--- config.mk ---
export PLATFORM = sky130hd
export DESIGN_NAME = uart_char_tx
export DESIGN_NICKNAME = d
export VERILOG_FILES = /design/src/rtl/uart_char_tx_pkg.sv /design/src/rtl/uart_char_tx_fifo.sv /design/src/rtl/uart_char_tx_frame.sv /design/src/rtl/uart_char_tx_seq.sv /design/src/rtl/uart_char_tx.sv
export SDC_FILE = /design/constraint.sdc
export NUM_CORES = 1
export LEC_CHECK = 0
export BUFFER_PORTS_ARGS = -buffer_cell sky130_fd_sc_hd__buf_2
export CELL_PAD_IN_SITES_DETAIL_PLACEMENT = 1
export CELL_PAD_IN_SITES_GLOBAL_PLACEMENT = 2
export CORE_UTILIZATION = 36
export CTS_CLUSTER_SIZE = 8
export DETAILED_ROUTE_END_ITERATION = 8
export PLACE_DENSITY_LB_ADDON = 0.1
export SLEW_MARGIN = 20
export SYNTH_ARGS = -nofsm -noshare
export SYNTH_HDL_FRONTEND = slang
export SYNTH_SLANG_ARGS = --single-unit
--- constraint.sdc ---
create_clock -name clk_i -period 4.41 [get_ports clk_i]
set_input_delay 0.882 -clock clk_i [delete_from_list [all_inputs] [get_ports clk_i]]
set_output_delay 0.882 -clock clk_i [all_outputs]
set_load 0.02 [all_outputs]
--- src/rtl/uart_char_tx_pkg.sv ---
package uart_char_tx_pkg;

  localparam int unsigned LEN_MIN = 5;

  typedef enum logic [1:0] {
    FK_FILL = 2'd0,
    FK_DATA = 2'd1,
    FK_PRE  = 2'd2,
    FK_BRK  = 2'd3
  } frame_kind_e;

  localparam logic [1:0] PAR_EVEN = 2'b01;
  localparam logic [1:0] PAR_ODD  = 2'b10;

endpackage

--- src/rtl/uart_char_tx_fifo.sv ---
module uart_char_tx_fifo #(
  parameter int unsigned W     = 14,
  parameter int unsigned DEPTH = 4,
  localparam int unsigned AW   = (DEPTH > 1) ? $clog2(DEPTH) : 1,
  localparam int unsigned CW   = $clog2(DEPTH + 1)
) (
  input  logic          clk_i,
  input  logic          rst_ni,
  input  logic          push_i,
  input  logic [W-1:0]  data_i,
  input  logic          pop_i,
  output logic [W-1:0]  head_o,
  output logic          full_o,
  output logic          empty_o,
  output logic [CW-1:0] fill_o
);

  logic [W-1:0]  mem_q [DEPTH];
  logic [AW-1:0] wr_q, rd_q;
  logic [CW-1:0] cnt_q;

  function automatic logic [AW-1:0] bump(input logic [AW-1:0] p);
    return (p == AW'(DEPTH - 1)) ? '0 : p + AW'(1);
  endfunction

  always_ff @(posedge clk_i or negedge rst_ni) begin
    if (!rst_ni) begin
      for (int i = 0; i < int'(DEPTH); i++) mem_q[i] <= '0;
      wr_q  <= '0;
      rd_q  <= '0;
      cnt_q <= '0;
    end else begin
      if (push_i) begin
        mem_q[wr_q] <= data_i;
        wr_q        <= bump(wr_q);
      end
      if (pop_i) rd_q <= bump(rd_q);
      case ({push_i, pop_i})
        2'b10:   cnt_q <= cnt_q + CW'(1);
        2'b01:   cnt_q <= cnt_q - CW'(1);
        default: cnt_q <= cnt_q;
      endcase
    end
  end

  assign head_o  = mem_q[rd_q];
  assign full_o  = (cnt_q == CW'(DEPTH));
  assign empty_o = (cnt_q == '0);
  assign fill_o  = cnt_q;

endmodule

--- src/rtl/uart_char_tx_frame.sv ---
module uart_char_tx_frame
  import uart_char_tx_pkg::*;
#(
  parameter int unsigned DW = 14,
  localparam int unsigned FW = DW + 4,
  localparam int unsigned CW = $clog2(FW + 1),
  localparam int unsigned LW = $clog2(DW + 1)
) (
  input  frame_kind_e   kind_i,
  input  logic [DW-1:0] data_i,
  input  logic [LW-1:0] len_i,
  input  logic          two_stop_i,
  input  logic [1:0]    par_i,
  output logic [FW-1:0] frame_o,
  output logic [CW-1:0] nbits_o
);

  int          len_c;
  int          n_bits;
  logic        has_par;
  logic        par_bit;
  logic [FW-1:0] data_frame;

  always_comb begin
    len_c = int'(len_i);
    if (len_c < int'(LEN_MIN)) len_c = int'(LEN_MIN);
    else if (len_c > int'(DW)) len_c = int'(DW);

    has_par = (par_i == PAR_EVEN) || (par_i == PAR_ODD);
    par_bit = (par_i == PAR_ODD);
    for (int i = 0; i < int'(DW); i++)
      if (i < len_c) par_bit = par_bit ^ data_i[i];

    n_bits = 1 + len_c + (has_par ? 1 : 0) + (two_stop_i ? 2 : 1);

    // bit 0 is start, stop positions stay at 1
    data_frame    = '1;
    data_frame[0] = 1'b0;
    for (int i = 0; i < int'(DW); i++)
      if (i < len_c) data_frame[i+1] = data_i[i];
    for (int i = 0; i < int'(FW); i++)
      if (has_par && (i == len_c + 1)) data_frame[i] = par_bit;

    case (kind_i)
      FK_DATA: frame_o = data_frame;
      FK_BRK:  frame_o = '0;
      default: frame_o = '1;
    endcase
    nbits_o = CW'(n_bits);
  end

endmodule

--- src/rtl/uart_char_tx_seq.sv ---
module uart_char_tx_seq
  import uart_char_tx_pkg::*;
#(
  parameter int unsigned FW = 18,
  localparam int unsigned CW = $clog2(FW + 1)
) (
  input  logic          clk_i,
  input  logic          rst_ni,
  input  logic          en_i,
  input  logic          baud_tick_i,
  input  logic          brk_req_i,
  input  logic          pre_req_i,
  input  logic          have_data_i,
  input  logic [FW-1:0] frame_i,
  input  logic [CW-1:0] nbits_i,
  output frame_kind_e   sel_kind_o,
  output logic          pop_o,
  output logic          txd_o,
  output logic          busy_o,
  output logic          done_o,
  output frame_kind_e   kind_o
);

  logic          run_q;
  logic [CW-1:0] cnt_q;
  logic [FW-1:0] shift_q;
  logic          txd_q, done_q;
  logic          pend_brk_q, pend_pre_q;
  frame_kind_e   kind_q, sel_kind;
  logic          brk_any, pre_any, boundary, load;

  assign brk_any = pend_brk_q | brk_req_i;
  assign pre_any = pend_pre_q | pre_req_i;

  always_comb begin
    if (brk_any)          sel_kind = FK_BRK;
    else if (pre_any)     sel_kind = FK_PRE;
    else if (have_data_i) sel_kind = FK_DATA;
    else                  sel_kind = FK_FILL;
  end

  // boundary: tick that closes the last bit, or any tick while stopped
  assign boundary = baud_tick_i && (!run_q || (cnt_q == '0));
  assign load     = boundary && en_i;

  always_ff @(posedge clk_i or negedge rst_ni) begin
    if (!rst_ni) begin
      run_q      <= 1'b0;
      cnt_q      <= '0;
      shift_q    <= '1;
      txd_q      <= 1'b1;
      kind_q     <= FK_FILL;
      done_q     <= 1'b0;
      pend_brk_q <= 1'b0;
      pend_pre_q <= 1'b0;
    end else begin
      done_q     <= boundary && run_q && (kind_q != FK_FILL);
      pend_brk_q <= brk_any && !(load && (sel_kind == FK_BRK));
      pend_pre_q <= pre_any && !(load && (sel_kind == FK_PRE));
      if (load) begin
        txd_q   <= frame_i[0];
        shift_q <= {1'b1, frame_i[FW-1:1]};
        cnt_q   <= nbits_i - CW'(1);
        kind_q  <= sel_kind;
        run_q   <= 1'b1;
      end else if (boundary) begin
        txd_q  <= 1'b1;
        cnt_q  <= '0;
        kind_q <= FK_FILL;
        run_q  <= 1'b0;
      end else if (baud_tick_i) begin
        txd_q   <= shift_q[0];
        shift_q <= {1'b1, shift_q[FW-1:1]};
        cnt_q   <= cnt_q - CW'(1);
      end
    end
  end

  assign sel_kind_o = sel_kind;
  assign pop_o      = load && (sel_kind == FK_DATA);
  assign txd_o      = txd_q;
  assign busy_o     = run_q && (kind_q != FK_FILL);
  assign done_o     = done_q;
  assign kind_o     = kind_q;

endmodule

--- src/rtl/uart_char_tx.sv ---
module uart_char_tx
  import uart_char_tx_pkg::*;
#(
  parameter int unsigned DATA_W     = 14,
  parameter int unsigned FIFO_DEPTH = 4,
  localparam int unsigned FW  = DATA_W + 4,
  localparam int unsigned CW  = $clog2(FW + 1),
  localparam int unsigned LW  = $clog2(DATA_W + 1),
  localparam int unsigned FCW = $clog2(FIFO_DEPTH + 1)
) (
  input  logic              clk_i,
  input  logic              rst_ni,
  input  logic              en_i,
  input  logic              baud_tick_i,
  input  logic [LW-1:0]     char_len_i,
  input  logic              two_stop_i,
  input  logic [1:0]        parity_i,
  input  logic              break_req_i,
  input  logic              preamble_req_i,
  input  logic [DATA_W-1:0] data_i,
  input  logic              valid_i,
  output logic              ready_o,
  output logic              txd_o,
  output logic              busy_o,
  output logic              char_done_o
);

  logic [DATA_W-1:0] head_w;
  logic              full_w, empty_w, pop_w, push_w;
  logic [FCW-1:0]    fill_w;
  logic [FW-1:0]     frame_w;
  logic [CW-1:0]     nbits_w;
  frame_kind_e       sel_kind_w, kind_q_w;
  logic [1:0]        kind_w;

  assign push_w  = valid_i && !full_w;
  assign ready_o = !full_w;
  assign kind_w  = kind_q_w;

  uart_char_tx_fifo #(.W(DATA_W), .DEPTH(FIFO_DEPTH)) fifo_i (
    .clk_i   (clk_i),
    .rst_ni  (rst_ni),
    .push_i  (push_w),
    .data_i  (data_i),
    .pop_i   (pop_w),
    .head_o  (head_w),
    .full_o  (full_w),
    .empty_o (empty_w),
    .fill_o  (fill_w)
  );

  uart_char_tx_frame #(.DW(DATA_W)) frame_i (
    .kind_i     (sel_kind_w),
    .data_i     (head_w),
    .len_i      (char_len_i),
    .two_stop_i (two_stop_i),
    .par_i      (parity_i),
    .frame_o    (frame_w),
    .nbits_o    (nbits_w)
  );

  uart_char_tx_seq #(.FW(FW)) seq_i (
    .clk_i       (clk_i),
    .rst_ni      (rst_ni),
    .en_i        (en_i),
    .baud_tick_i (baud_tick_i),
    .brk_req_i   (break_req_i),
    .pre_req_i   (preamble_req_i),
    .have_data_i (!empty_w),
    .frame_i     (frame_w),
    .nbits_i     (nbits_w),
    .sel_kind_o  (sel_kind_w),
    .pop_o       (pop_w),
    .txd_o       (txd_o),
    .busy_o      (busy_o),
    .done_o      (char_done_o),
    .kind_o      (kind_q_w)
  );

endmodule

==> impl_metrics.prom, run 1 <==
# TYPE chip_impl_metric gauge
chip_impl_info{name="status",value="completed"} 1
chip_impl_metric{name="number_of_clock_sinks_seen_by_cts",unit=""} 92
chip_impl_metric{name="drcViolationCount",unit=""} 0
chip_impl_metric{name="globalRouteMet1Util",unit="%"} 28.05
chip_impl_info{name="end_kind",value="register"} 1
chip_impl_metric{name="maxCapViolations",unit=""} 0
chip_impl_metric{name="tightest_slew",unit="ns"} 0.8161
chip_impl_metric{name="p_sw_share",unit="%"} 37.10
chip_impl_info{name="hold_path.class",value="in -> async"} 1
chip_impl_metric{name="crit_path_time_final",unit="ns"} 3.620
chip_impl_info{name="synthMostInstantiatedCell",value="dfrtp_1"} 1
chip_impl_metric{name="grt_use_met2",unit="%"} 34.09
chip_impl_metric{name="first_global_vias",unit=""} 4031
chip_impl_metric{name="synth_cell_type_count",unit=""} 60
chip_impl_metric{name="clockPowerShare",unit="%"} 19.7
chip_impl_metric{name="required",unit="ns"} 4.65
chip_impl_metric{name="power_report.internal_total",unit="mW"} 2.572
chip_impl_metric{name="ys_seq_area_share",unit="%"} 44.30
chip_impl_metric{name="final-hold-violation-count",unit=""} 0
chip_impl_metric{name="arrival_time_at_the_worst_endpoint",unit="ns"} 3.86
chip_impl_metric{name="skew",unit="ns"} 0.01118
chip_impl_metric{name="synth_async_sr_flop_share",unit="%"} 100.0
chip_impl_metric{name="mappedNetlistArea",unit="mm2"} 0.005248
chip_impl_metric{name="gr-usage-all-layers",unit="%"} 20.67
chip_impl_metric{name="final_cells",unit=""} 692
chip_impl_metric{name="grt_antenna_before_repair",unit=""} 0
chip_impl_metric{name="max-clock-path-buffers",unit=""} 2
chip_impl_metric{name="cts_made_buffers",unit=""} 9
chip_impl_metric{name="global_route_wire_length_before_repair",unit="mm"} 23.13
chip_impl_info{name="synth.top_cells.by_count",value="dfrtp_1 (74), mux2_2 (57), nand2_1 (42), nor2_1 (29), inv_1 (28)"} 1
chip_impl_metric{name="n_diodes",unit=""} 0
chip_impl_metric{name="filler_cell_count",unit=""} 1513
chip_impl_metric{name="synth_cells",unit=""} 476
chip_impl_metric{name="powerDensity",unit="mW/mm2"} 691.4
chip_impl_metric{name="final_layout_size_suffix_gt1_share",unit="%"} 30.08
chip_impl_metric{name="initial_utilization",unit="%"} 37.37
chip_impl_metric{name="fin_nets",unit=""} 559
chip_impl_metric{name="drt_first_iter_violations",unit=""} 159
chip_impl_info{name="cp-start-kind",value="input pin"} 1
chip_impl_metric{name="route.vias.total",unit=""} 3794
chip_impl_metric{name="design.core.area",unit="mm2"} 0.01404
chip_impl_info{name="gr-max-usage-layer",value="met2"} 1
chip_impl_metric{name="insertion_delay",unit="ns"} 0.36
chip_impl_metric{name="grt_overflow",unit=""} 0
chip_impl_metric{name="maximum_number_of_pins_on_one_net_before_global_route_repair",unit=""} 42
chip_impl_metric{name="synth_edf_count",unit=""} 0
chip_impl_metric{name="port_buffers",unit=""} 31
chip_impl_metric{name="ant_nets",unit=""} 0
chip_impl_metric{name="flow.area_growth_from_synthesis",unit="%"} 12.71
chip_impl_metric{name="number_of_cell_instances_on_the_worst_register_to_register_path",unit=""} 7
chip_impl_info{name="reg2reg_launch_point",value="fifo_i.rd_q[0]$_DFFE_PN0P_"} 1
chip_impl_info{name="netlist.top_cell.by_area",value="dfrtp_1"} 1
chip_impl_metric{name="switching_component_of_the_power",unit="mW"} 1.517
chip_impl_metric{name="setup_total_negative_slack",unit="ns"} 0
chip_impl_metric{name="area_share_of_the_largest_cell_type_after_synthesis",unit="%"} 35.29
chip_impl_metric{name="final.period_utilization",unit="%"} 82.08
chip_impl_metric{name="htreeDepth",unit=""} 3
chip_impl_metric{name="synth-seq-cells",unit=""} 92
chip_impl_metric{name="cts-hold-fix-buffers",unit=""} 0
chip_impl_metric{name="postCtsResizedCells",unit=""} 0
chip_impl_info{name="rsz0062_at_grt",value="false"} 1
chip_impl_metric{name="finalSetupViolCount",unit=""} 0
chip_impl_metric{name="grt_util_met3",unit="%"} 3.671
chip_impl_metric{name="die_w",unit="um"} 122.7
chip_impl_metric{name="drt-vias-per-instance",unit=""} 5.483
chip_impl_metric{name="cp_max_fo",unit=""} 17
chip_impl_metric{name="place_hpwl",unit="mm"} 10.37
chip_impl_info{name="synthTopCellsByArea",value="dfrtp_1 (35%), mux2_2 (12%), dfstp_2 (9.0%)"} 1
chip_impl_metric{name="slew_headroom",unit="%"} 45.46
chip_impl_metric{name="maxClockFrequency",unit="MHz"} 276.3
chip_impl_metric{name="path_clk_slew",unit="ns"} 0.07
chip_impl_info{name="cts_tree",value="built"} 1
chip_impl_metric{name="route.detailed.wl_per_inst",unit="um"} 20.43
chip_impl_metric{name="finish.utilization",unit="%"} 42.12
chip_impl_info{name="synth-main-ff-cell",value="dfrtp_1"} 1
chip_impl_info{name="clockRootBuffer",value="clkbuf_16"} 1
chip_impl_metric{name="power.share.sequential",unit="%"} 38.3
chip_impl_metric{name="die_y",unit="um"} 122.7
chip_impl_metric{name="std_cell_rows",unit=""} 43
chip_impl_metric{name="finalHoldWorstSlack",unit="ns"} 0.3924
chip_impl_metric{name="timing.final.max_slew_violations",unit=""} 0
chip_impl_metric{name="gp_congestion",unit=""} 0.7744
chip_impl_metric{name="detail_route.first_pass.iterations",unit=""} 4
chip_impl_metric{name="ys_warn_count",unit=""} 0
chip_impl_metric{name="ioPinCount",unit=""} 32
chip_impl_metric{name="syn-num-nets",unit=""} 528
chip_impl_metric{name="post_synth.cell_area_avg",unit="um2"} 11.02
chip_impl_metric{name="numPlacedInstances",unit=""} 676
chip_impl_metric{name="wirelength",unit="mm"} 14.14
chip_impl_info{name="regToRegEndpoint",value="seq_i.shift_q[8]$_DFFE_PN1P_"} 1
chip_impl_metric{name="vdd_ir_drop_max",unit="uV"} 309.8
chip_impl_metric{name="rrSetupSlack",unit="ns"} 1.19
chip_impl_metric{name="p_leak",unit="nW"} 2.535
chip_impl_metric{name="postCtsSetupBuffers",unit=""} 0
chip_impl_info{name="start_to_end_type_of_the_worst_setup_path",value="in -> reg"} 1
chip_impl_metric{name="die-area",unit="mm2"} 0.01506
chip_impl_metric{name="share_comb_of_total_power",unit="%"} 42.0
-- per-stage QoR --
stage	area, um2	setup WS (ns)	total power, mW
floorplan	5248	0.7157	2.791
global placement	5614	0.5361	3.248
detailed placement	5614	0.4133	3.321
CTS	5914	0.7763	4.150
global route	5914	0.5250	4.381
finish	5914	0.7902	4.089
-- power by group through the flow --
stage          logic (mW)  registers, mW  clock network (mW)
5_1_grt              1.90           1.62               0.861
6_report             1.72           1.57               0.804
3_3_place_gp         1.71           1.54                   0
3_5_place_dp         1.75           1.57                   0
2_1_floorplan        1.30           1.49                   0
4_1_cts              1.76           1.56               0.830
-- registers in the layout (all words and copies together) (netlist names) --
register and cells:
seq_i.cnt_q 5, seq_i.done_o 1, fifo_i.mem_q 56, fifo_i.rd_q 2
seq_i.pend_brk_q 1, seq_i.kind_o 2, seq_i.pend_pre_q 1, fifo_i.fill_o 3
seq_i.txd_o 1, fifo_i.wr_q 2, seq_i.run_q 1, seq_i.shift_q 17
-- routing by layer --
layer,vias up,part of all wire [%]
li1,1781,-
met1,1958,47
met2,45,50
met3,10,2.7
met4,0,0.94
met5,-,0
-- cell usage in the layout, fill, tap and decap left out, types with 4 or more instances in the layout --
cell type and n:
nand2b_1 8, nor2b_1 4, inv_1 28, nand2_1 42
xnor2_1 6, nor2_1 29, xor2_1 5, o21ai_0 27
o21a_1 4, dfstp_2 18, a31oi_1 7, a21oi_1 16
clkbuf_16 9, o22ai_1 7, nor3_1 8, nand3_1 10
ha_1 22, mux2_2 57, dfrtp_1 74, mux4_2 14
buf_4 12, buf_2 30, o221ai_1 7
-- cell families (layout without fill, tap and decap cells) --
| family | after synthesis | in the layout | share of synthesized area (%) |
|---|---|---|---|
| buf+inv | 50 | 86 | 3.886 |
| flops | 92 | 92 | 44.30 |
| simple gates | 123 | 123 | 11.37 |
| mux | 73 | 73 | 18.62 |
| fa+ha+maj | 24 | 24 | 6.009 |
| xor+xnor | 15 | 15 | 3.457 |
| compound gates | 99 | 99 | 12.35 |
-- layout make-up --
class	instances	area [um2]	share of cell area, %
well taps	180	225.2	3.808
clock inverters	6	71.32	1.206
flip-flops and latches	92	2325	39.31
multi-input cells	334	2719	45.97
inverters	28	105.1	1.777
repair buffers	42	240.2	4.062
clock buffers	10	229.0	3.871
-- critical path, stage by stage --
cell	delay (ns)
buf_2	0.19
nand2_1	0.15
nand2_1	0.07
a21oi_1	0.31
inv_1	0.14
ha_1	0.30
inv_1	0.15
o21ai_1	0.10
xnor3_1	0.36
xnor3_1	0.34
xnor3_2	0.38
nor2_2	0.31
a41oi_1	0.18
-- worst max-delay path by stage --
| stage | end | startpoint | cells after the start |
|---|---|---|---|
| finish | seq_i.shift_q[8]$_DFFE_PN1P_ | char_len_i[2] | 13 |
| global route | seq_i.shift_q[8]$_DFFE_PN1P_ | char_len_i[2] | 13 |
| CTS | seq_i.shift_q[8]$_DFFE_PN1P_ | char_len_i[2] | 13 |
| detailed placement | seq_i.shift_q[8]$_DFFE_PN1P_ | char_len_i[2] | 13 |
| global placement | seq_i.shift_q[7]$_DFFE_PN1P_ | char_len_i[2] | 13 |
| floorplan | seq_i.shift_q[7]$_DFFE_PN1P_ | char_len_i[3] | 12 |
No activity file was read; power rests on OpenSTA's default activity.
==> run 2: changes to the inputs <==
==> constraint.sdc (replaced) <==
create_clock -name clk_i -period 2.9 [get_ports clk_i]
set_input_delay 0.58 -clock clk_i [delete_from_list [all_inputs] [get_ports clk_i]]
set_output_delay 0.58 -clock clk_i [all_outputs]
set_load 0.02 [all_outputs]
==> impl_metrics.prom, run 2 (same netlist as run 1, synthesis figures left out) <==
# TYPE chip_impl_metric gauge
chip_impl_metric{name="maxClockFrequency",unit="MHz"} 336.1
chip_impl_metric{name="grt_overflow",unit=""} 0
chip_impl_info{name="clockRootBuffer",value="clkbuf_16"} 1
chip_impl_metric{name="drt_first_iter_violations",unit=""} 142
chip_impl_metric{name="number_of_clock_sinks_seen_by_cts",unit=""} 92
chip_impl_metric{name="gp_congestion",unit=""} 0.8459
chip_impl_metric{name="flip_flop_count_of_the_largest_register_all_copies_and_words_added",unit=""} 56
chip_impl_info{name="cp-start-kind",value="register"} 1
chip_impl_info{name="timing.critical_path.slowest_stage_cell",value="mux4_2"} 1
chip_impl_metric{name="drcViolationCount",unit=""} 0
chip_impl_info{name="cp_cell_sequence",value="buf_12 -> buf_8 -> mux4_2 -> o21ai_2 -> xnor3_1 -> xnor3_1 -> xnor3_2 -> buf_4 -> o311ai_2 -> a21oi_1"} 1
chip_impl_metric{name="crit_path_time_final",unit="ns"} 2.975
chip_impl_metric{name="drt-vias-per-instance",unit=""} 5.485
chip_impl_metric{name="cts_made_buffers",unit=""} 9
chip_impl_metric{name="die_w",unit="um"} 122.7
chip_impl_metric{name="die_y",unit="um"} 122.7
chip_impl_metric{name="design.core.area",unit="mm2"} 0.01404
chip_impl_metric{name="arrival_time_at_the_worst_endpoint",unit="ns"} 3.25
chip_impl_info{name="most_common_library_cell_in_the_layout_ignoring_fill_and_taps",value="dfrtp_1"} 1
chip_impl_info{name="cts_tree",value="built"} 1
chip_impl_metric{name="insertion_delay",unit="ns"} 0.35
chip_impl_metric{name="max-clock-path-buffers",unit=""} 2
chip_impl_info{name="largest_register_by_flop_count",value="fifo_i.mem_q"} 1
chip_impl_metric{name="route.detailed.wl_per_inst",unit="um"} 19.88
chip_impl_metric{name="grt_antenna_before_repair",unit=""} 0
chip_impl_metric{name="final.setup.worst_slack",unit="ns"} -0.07511
chip_impl_metric{name="p_leak",unit="nW"} 2.868
chip_impl_metric{name="die-area",unit="mm2"} 0.01506
chip_impl_metric{name="flow.area_growth_from_synthesis",unit="%"} 25.11
chip_impl_metric{name="slew_headroom",unit="%"} 47.83
chip_impl_metric{name="wirelength",unit="mm"} 14.97
chip_impl_info{name="final_cell_mix",value="dfrtp_1 (74), buf_4 (65), mux2_2 (57)"} 1
chip_impl_metric{name="finalSetupViolCount",unit=""} 6
chip_impl_metric{name="timing.final.max_slew_violations",unit=""} 0
chip_impl_metric{name="power_report.internal_total",unit="mW"} 4.334
chip_impl_metric{name="final.period_utilization",unit="%"} 102.6
chip_impl_metric{name="p_sw_share",unit="%"} 36.81
chip_impl_metric{name="power.share.sequential",unit="%"} 34.7
chip_impl_metric{name="gr-usage-all-layers",unit="%"} 21.72
chip_impl_metric{name="detailedPlace.worstSlack",unit="ns"} -0.2532
chip_impl_info{name="hold_path.class",value="in -> async"} 1
chip_impl_metric{name="rrSetupSlack",unit="ns"} -0.08
chip_impl_metric{name="maximum_number_of_pins_on_one_net_before_global_route_repair",unit=""} 50
chip_impl_metric{name="global_route_wire_length_before_repair",unit="mm"} 24.24
chip_impl_info{name="end_kind",value="register"} 1
chip_impl_metric{name="powerDensity",unit="mW/mm2"} 1045
chip_impl_metric{name="route.vias.total",unit=""} 4130
chip_impl_metric{name="first_global_vias",unit=""} 4360
chip_impl_metric{name="maxCapViolations",unit=""} 0
chip_impl_info{name="cpMostUsedCell",value="xnor3_1"} 1
chip_impl_info{name="rsz0062_at_grt",value="true"} 1
chip_impl_metric{name="ant_nets",unit=""} 0
chip_impl_metric{name="fin_nets",unit=""} 620
chip_impl_info{name="critical_path.top_delay_family",value="XOR/XNOR gates"} 1
chip_impl_metric{name="path_clk_slew",unit="ns"} 0.07
chip_impl_info{name="start_to_end_type_of_the_worst_setup_path",value="reg -> reg"} 1
chip_impl_metric{name="clockPowerShare",unit="%"} 16.9
chip_impl_info{name="reg2reg_launch_point",value="fifo_i.rd_q[0]$_DFFE_PN0P_"} 1
chip_impl_metric{name="final_layout_size_suffix_gt1_share",unit="%"} 41.01
chip_impl_metric{name="place_hpwl",unit="mm"} 10.98
chip_impl_metric{name="cp_max_fo",unit=""} 8
chip_impl_metric{name="crit_path_max_incr_delay",unit="ns"} 0.53
chip_impl_metric{name="detail_route.first_pass.iterations",unit=""} 4
chip_impl_metric{name="final-hold-violation-count",unit=""} 0
chip_impl_metric{name="initial_utilization",unit="%"} 37.37
chip_impl_metric{name="vdd_ir_drop_max",unit="uV"} 604.8
chip_impl_metric{name="ioPinCount",unit=""} 32
chip_impl_metric{name="std_cell_rows",unit=""} 43
chip_impl_metric{name="place_area",unit="mm2"} 0.006047
chip_impl_metric{name="switching_component_of_the_power",unit="mW"} 2.524
chip_impl_metric{name="number_of_cell_instances_on_the_worst_register_to_register_path",unit=""} 10
chip_impl_metric{name="n_diodes",unit=""} 0
chip_impl_metric{name="tightest_slew",unit="ns"} 0.7807
chip_impl_metric{name="design_area",unit="mm2"} 0.006565
chip_impl_metric{name="share_comb_of_total_power",unit="%"} 48.4
chip_impl_metric{name="skew",unit="ns"} 0.006587
chip_impl_metric{name="required",unit="ns"} 3.18
chip_impl_info{name="biggestRegsByFlops",value="fifo_i.mem_q: 56 flops, seq_i.shift_q: 17 flops, seq_i.cnt_q: 5 flops"} 1
chip_impl_metric{name="filler_cell_count",unit=""} 1526
chip_impl_metric{name="port_buffers",unit=""} 31
chip_impl_info{name="regToRegEndpoint",value="seq_i.shift_q[11]$_DFFE_PN1P_"} 1
chip_impl_info{name="status",value="complete, but fails checks"} 1
chip_impl_info{name="failed_checks",value="negative setup slack"} 1
chip_impl_metric{name="htreeDepth",unit=""} 3
chip_impl_metric{name="crit_buf_inv",unit=""} 3
-- run 2: timing repair --
action,in CTS,in global routing
gates resized for setup,11,18
hold buffers,0,0
buffers inserted,5,4
pin swaps,4,9
endpoints found under the setup margin,15,19
gates cloned,0,1
-- run 2: worst max path at each step --
stage / slack (ns) / cells after the start / end / startpoint
2_1_floorplan: -0.05 / 12 / seq_i.shift_q[7]$_DFFE_PN1P_ / char_len_i[3]
3_3_place_gp: -0.12 / 13 / seq_i.shift_q[11]$_DFFE_PN1P_ / char_len_i[1]
3_5_place_dp: -0.25 / 13 / seq_i.shift_q[10]$_DFFE_PN1P_ / char_len_i[1]
4_1_cts: -0.03 / 9 / seq_i.shift_q[11]$_DFFE_PN1P_ / fifo_i.rd_q[0]$_DFFE_PN0P_
5_1_grt: -0.15 / 10 / seq_i.shift_q[11]$_DFFE_PN1P_ / fifo_i.rd_q[0]$_DFFE_PN0P_
6_report: -0.08 / 10 / seq_i.shift_q[11]$_DFFE_PN1P_ / fifo_i.rd_q[0]$_DFFE_PN0P_
-- run 2: layout make-up --
type	instances	area [um2]	area share, %
clock buffers	11	242.7	3.697
clock inverters	5	46.29	0.7052
inverters	28	105.1	1.601
multi-input cells	334	2849	43.40
flip-flops and latches	92	2325	35.41
well taps	180	225.2	3.431
repair buffers	103	772.0	11.76
-- run 2: per-stage QoR --
stage,utilization (%),total power [mW],hold WS [ns],cells,TNS [ns]
finish,46.75,6.858,0.2267,753,-0.2062
global route,46.75,7.313,0.2719,753,-1.430
CTS,45.76,6.686,0.2477,748,-0.1024
detailed placement,43.06,5.254,0.4721,727,-3.340
global placement,43.06,5.125,0.4700,727,-1.412
floorplan,-,4.266,0.2844,476,-0.05394
-- run 2: routing by layer --
metal | up-vias | GRT usage, % | routed length, um
met5 | - | 0 | 0
met4 | 0 | 8.994 | 291
met3 | 18 | 2.881 | 329
met2 | 52 | 35.50 | 7420
met1 | 2142 | 28.96 | 6932
li1 | 1918 | - | -
-- run 2: power groups by stage --
stage	registers, mW	clock network, mW	logic [mW]
final	2.38	1.16	3.32
after detailed placement	2.40	0	2.86
after global routing	2.47	1.25	3.60
after global placement	2.36	0	2.76
after CTS	2.37	1.19	3.13
after floorplan	2.26	0	2.00
